File: config.mk
export PLATFORM = sky130hd
export DESIGN_NAME = fcs_pad_stage
export DESIGN_NICKNAME = d
export VERILOG_FILES = /design/src/rtl/fcs_pkg.sv /design/src/rtl/fcs_crc32_step.sv /design/src/rtl/fcs_len_count.sv /design/src/rtl/fcs_pad_stage.sv
export SDC_FILE = /design/constraint.sdc
export NUM_CORES = 1
export LEC_CHECK = 0
export ABC_AREA = 0
export BUFFER_PORTS_ARGS = -buffer_cell sky130_fd_sc_hd__buf_2
export CORE_ASPECT_RATIO = 1.75
export CORE_MARGIN = 2
export CORE_UTILIZATION = 55
export CTS_CLUSTER_DIAMETER = 150
export DETAILED_ROUTE_END_ITERATION = 10
export GPL_TIMING_DRIVEN = 0
export HOLD_SLACK_MARGIN = 0.03
export PLACE_DENSITY = 0.77
export SLEW_MARGIN = 0
export SYNTH_ARGS = -nofsm -noshare
export SYNTH_HDL_FRONTEND = slang
export SYNTH_SLANG_ARGS = --single-unit
File: constraint.sdc
create_clock -name clk -period 3.85 [get_ports clk]
set_input_delay 0.77 -clock clk [delete_from_list [all_inputs] [get_ports clk]]
set_output_delay 0.77 -clock clk [all_outputs]
set_load 0.005 [all_outputs]
File: src/rtl/fcs_pkg.sv
package fcs_pkg;

    localparam int CRC_W     = 32;
    localparam int CRC_BYTES = CRC_W / 8;

    typedef enum logic [1:0] {
        ST_DATA = 2'd0,
        ST_PAD  = 2'd1,
        ST_CRC  = 2'd2
    } fcs_state_e;

    typedef struct packed {
        fcs_state_e       state;
        logic [CRC_W-1:0] crc;
        logic [1:0]       idx;
        logic             pad_off;
        logic             crc_off;
    } fcs_regs_t;

endpackage

File: src/rtl/fcs_crc32_step.sv
module fcs_crc32_step #(
    parameter logic [31:0] POLY_REFL = 32'hEDB88320,
    parameter int          BYTE_W    = 8
) (
    input  logic [31:0]       crc_in,
    input  logic [BYTE_W-1:0] byte_in,
    output logic [31:0]       crc_out
);

    // Feeds one byte into the reflected CRC register, bit 0 first, one step per bit
    always_comb begin
        logic [31:0] c;
        c = crc_in;
        for (int b = 0; b < BYTE_W; b++) begin
            if (c[0] ^ byte_in[b]) begin
                c = (c >> 1) ^ POLY_REFL;
            end else begin
                c = c >> 1;
            end
        end
        crc_out = c;
    end

endmodule

File: src/rtl/fcs_len_count.sv
module fcs_len_count #(
    parameter int CNT_W = 7
) (
    input  logic             clk,
    input  logic             rst_n,
    input  logic             clr,
    input  logic             inc,
    output logic [CNT_W-1:0] cnt
);

    localparam logic [CNT_W-1:0] CNT_MAX = '1;

    logic [CNT_W-1:0] cnt_d, cnt_q;

    always_comb begin
        cnt_d = cnt_q;
        if (clr) begin
            cnt_d = '0;
        end else if (inc && cnt_q != CNT_MAX) begin
            cnt_d = cnt_q + 1'b1;
        end
    end

    always_ff @(posedge clk or negedge rst_n) begin
        if (!rst_n) begin
            cnt_q <= '0;
        end else begin
            cnt_q <= cnt_d;
        end
    end

    assign cnt = cnt_q;

endmodule

File: src/rtl/fcs_pad_stage.sv
module fcs_pad_stage
    import fcs_pkg::*;
#(
    parameter int MIN_FRAME = 64,
    parameter int BYTE_W    = 8
) (
    input  logic              clk,
    input  logic              rst_n,
    input  logic              pad_off,
    input  logic              crc_off,
    input  logic              in_valid,
    input  logic [BYTE_W-1:0] in_data,
    input  logic              in_last,
    output logic              in_ready,
    output logic              out_valid,
    output logic [BYTE_W-1:0] out_data,
    output logic              out_last,
    input  logic              out_ready
);

    localparam int CNT_W = $clog2(MIN_FRAME + 1);
    localparam logic [CNT_W:0] TGT_WITH_CRC = (CNT_W + 1)'(MIN_FRAME - CRC_BYTES);
    localparam logic [CNT_W:0] TGT_NO_CRC   = (CNT_W + 1)'(MIN_FRAME);
    localparam logic [1:0]     IDX_LAST     = 2'(CRC_BYTES - 1);

    fcs_regs_t r_d, r_q;

    logic [CNT_W-1:0]  cnt;
    logic              cnt_inc, cnt_clr;
    logic              first;
    logic              po, co;
    logic [CNT_W:0]    tgt;
    logic [CNT_W:0]    cnt_p1;
    logic              reach;
    logic [31:0]       crc_base, crc_next;
    logic [BYTE_W-1:0] crc_byte;

    fcs_len_count #(.CNT_W(CNT_W)) u_len (
        .clk  (clk),
        .rst_n(rst_n),
        .clr  (cnt_clr),
        .inc  (cnt_inc),
        .cnt  (cnt)
    );

    fcs_crc32_step #(.BYTE_W(BYTE_W)) u_crc (
        .crc_in (crc_base),
        .byte_in(crc_byte),
        .crc_out(crc_next)
    );

    // The first byte of a frame uses the live controls and a preset CRC register
    assign first    = (r_q.state == ST_DATA) && (cnt == '0);
    assign po       = first ? pad_off : r_q.pad_off;
    assign co       = first ? crc_off : r_q.crc_off;
    assign tgt      = co ? TGT_NO_CRC : TGT_WITH_CRC;
    assign cnt_p1   = {1'b0, cnt} + 1'b1;
    assign reach    = cnt_p1 >= tgt;
    assign crc_base = first ? 32'hFFFF_FFFF : r_q.crc;
    assign crc_byte = (r_q.state == ST_PAD) ? '0 : in_data;

    always_comb begin
        r_d       = r_q;
        in_ready  = 1'b0;
        out_valid = 1'b0;
        out_data  = '0;
        out_last  = 1'b0;
        cnt_inc   = 1'b0;
        cnt_clr   = 1'b0;

        unique case (r_q.state)
            ST_DATA: begin
                out_valid = in_valid;
                out_data  = in_data;
                in_ready  = out_ready;
                out_last  = in_last && (po || reach) && co;
                if (in_valid && out_ready) begin
                    r_d.pad_off = po;
                    r_d.crc_off = co;
                    r_d.crc     = crc_next;
                    cnt_inc     = 1'b1;
                    if (in_last) begin
                        if (!po && !reach) begin
                            r_d.state = ST_PAD;
                        end else if (!co) begin
                            r_d.state = ST_CRC;
                            r_d.idx   = '0;
                        end else begin
                            cnt_clr = 1'b1;
                        end
                    end
                end
            end

            ST_PAD: begin
                out_valid = 1'b1;
                out_data  = '0;
                out_last  = reach && co;
                if (out_ready) begin
                    r_d.crc = crc_next;
                    cnt_inc = 1'b1;
                    if (reach) begin
                        if (co) begin
                            r_d.state = ST_DATA;
                            cnt_clr   = 1'b1;
                        end else begin
                            r_d.state = ST_CRC;
                            r_d.idx   = '0;
                        end
                    end
                end
            end

            ST_CRC: begin
                out_valid = 1'b1;
                out_data  = ~r_q.crc[{r_q.idx, 3'b000} +: BYTE_W];
                out_last  = (r_q.idx == IDX_LAST);
                if (out_ready) begin
                    r_d.idx = r_q.idx + 1'b1;
                    if (r_q.idx == IDX_LAST) begin
                        r_d.state = ST_DATA;
                        cnt_clr   = 1'b1;
                    end
                end
            end

            default: begin
                r_d.state = ST_DATA;
                cnt_clr   = 1'b1;
            end
        endcase
    end

    always_ff @(posedge clk or negedge rst_n) begin
        if (!rst_n) begin
            r_q.state   <= ST_DATA;
            r_q.crc     <= '1;
            r_q.idx     <= '0;
            r_q.pad_off <= 1'b0;
            r_q.crc_off <= 1'b0;
        end else begin
            r_q <= r_d;
        end
    end

endmodule

==> impl_metrics.yaml <==
cts:
  cts_tree: "built"
  cts.sinks: 45
  path_clk_slew_ns: 0.06
  numCtsBuffers: 5
  clockBufferDepth: 2
  clockRootBuffer: "clkbuf_16"
  clkLatencyLatePin_ns: 0.29
  htreeDepth: 2
layout:
  seq_area_um2: 1170
  num-fill-cells: 541
  multi_input_area_um2: 2460
  postLayoutCoreUtil_pct: 64.9
  nets: 491
  drive_above_1_share_pct: 24.8
  num_antenna_cells: 0
  areaGrowthSynthToFinish_pct: 13.9
min_path:
  hp-class: "flop to flop"
  min-delay-start: "r_q[24]"
  hold_end: "r_q[24]"
  hold_depth: 2
timing:
  finalCritPeriodShare_pct: 98.4
  finalMaxSlewViolations: 0
  rsz0062_at_grt: "true"
  period_minus_slack_ns: 3.79
  skew_ns: 0.00241
  slew_headroom_pct: 29.0
  layout_setup_ws_ns: 0.0622
  setup_viol: 0
  fmax_mhz: 264
  tightestPinTransition_ns: 1.06
  whs_ns: 0.471
  hold_viol_final: 0
die:
  core-area_um2: 6540
  die_w_um: 66.2
  die_y_um: 113
  dieArea_um2: 7470
  ioPinCount: 26
  start_util_pct: 56.9
  num_rows: 39
grt:
  grt_max_degree: 46
  antenna_found_initial: 0
  gr-total-overflow: 0
  grt_pass1_vias: 3280
  track_usage_pct: 27.9
  grt_pass1_wl_um: 15700
routing:
  drt_pass1_iterations: 4
  wl_per_cell_um: 18.0
  routed_wl_um: 9810
  vias: 3132
  viasPerCell: 5.74
  drt.antenna.violating_nets: 0
  drt_iter0_drc: 183
  drc_errors: 0
critical_path:
  crit_arrival_ns: 3.02
  endpoint_kind: "output port"
  worst_r2r_startpoint: "r_q[36]"
  startpoint: "r_q[36]"
  start_kind: "flop"
  r2r_slack_ns: 0.36
  cp_max_fo: 6
  rr_worst_depth: 15
  required_ns: 3.08
  critPathKind: "flop to output port"
  timing.rr.end: "r_q[36]"
yosys:
  ys_types: 37
  synth_nets: 445
  syn_inst: 417
  synth-async-reset-ratio_pct: 100
  ys_seq_elements: 45
  syn_area_per_cell_um2: 8.93
  ys_warn_count: 0
  syn_area_um2: 3720
  synth-main-ff-cell: "dfstp_2"
  synth_edf_count: 0
  ys_seq_area_share_pct: 31.3
outcome:
  status: "completed"
placement:
  dp_slack_ns: -0.679
  dpl.hpwl_um: 7070
  gp_congestion: 0.948
  io_buffers: 22
run:
  drv_cap: 0
layer usage:
layer	global-route usage [%]	vias up	routed length [um]	part of all wire, %
met5	0	-	0	0
met4	18.2	0	555	5.7
met3	3.78	41	431	4.4
met2	49.3	108	5350	54
met1	29.7	1519	3480	35
li1	-	1464	-	-
through the flow:
| step | std cells | cell area, um2 | setup TNS [ns] |
|---|---|---|---|
| 2_1_floorplan | 417 | 3720 | 0 |
| 5_1_grt | 546 | 4240 | -0.101 |
| 3_5_place_dp | 521 | 3940 | -4.14 |
| 6_report | 546 | 4240 | 0 |
| 3_3_place_gp | 521 | 3940 | -3.25 |
| 4_1_cts | 541 | 4190 | 0 |
layout by cell type (no fill, tap or decap), types with 6 or more instances in the layout:
cell type  instances
buf_2             27
o21ai_1           12
dfstp_2           32
dfrtp_1           13
mux4_2             8
xnor2_1           72
a21oi_1           12
clkbuf_1          21
buf_4             19
nor4_1             7
nor2b_1            6
nor2_1            54
xor2_1            26
nand2_1           51
o21ai_0           36
ha_1              11
worst max-delay path, cell delays in order (launching register included):
cell and delay [ns]:
dfrtp_1 0.40, inv_2 0.09, ha_4 0.17, nor3b_4 0.21
and2_4 0.20, mux2i_4 0.31, ha_1 0.28, a21bo_2 0.20
a21o_1 0.18, a21oi_2 0.15, o211a_1 0.18, o21ai_1 0.07
nand2_1 0.08, a21oi_1 0.06, buf_2 0.15
repair_timing:
action	CTS	global route
hold buffers	0	0
gates cloned	0	0
buffers inserted	12	6
resized for setup	10	4
endpoints found under the setup margin	12	1
pin swaps	8	7
kinds of logic (layout without fill, tap and decap cells):
group	count (synthesis)	count (layout)	share of synthesized area, %
AOI/OAI and AO/OA	71	71	10.4
xor gates and xnor gates	106	106	27.5
adders and majority gates	13	13	4.37
buffers and inverters	34	81	3.73
DFF	45	45	31.3
muxes	14	14	6.62
and+or+nand+nor	134	134	16.1
state kept, by name, indices dropped and copies added, names as in the netlist:
register and flops:
r_q 38, u_len.cnt 7
cell usage after synthesis (11+ instances only):
library cell  count  share of area [%]
a21oi_1          13                1.7
ha_1             13                4.4
clkbuf_1         18                1.8
xor2_1           26                6.1
o21ai_1          11                1.5
dfrtp_1          13                8.7
o21ai_0          37                5.0
dfstp_2          32                 23
xnor2_1          72                 17
nand2_1          51                5.1
nor2_1           54                5.4
how the worst max path moves through the flow:
stage | end | slack (ns)
6_report | out_last | 0.06
5_1_grt | out_last | -0.10
4_1_cts | out_last | 0.008
3_5_place_dp | out_last | -0.68
3_3_place_gp | out_last | -0.62
2_1_floorplan | out_last | 0.12
area by class of cell:
type,count,share of cell area [%]
Buffer,25,2.45
Clock buffer,8,3.22
Inverter,8,0.708
Multi-Input combinational cell,338,57.9
Sequential cell,45,27.5
Tap cell,82,2.42
Timing Repair Buffer,40,5.78
Power is left out: the tool's default activity adds up to more than one toggle a clock period on the data nets, which glitch-free logic cannot reach.
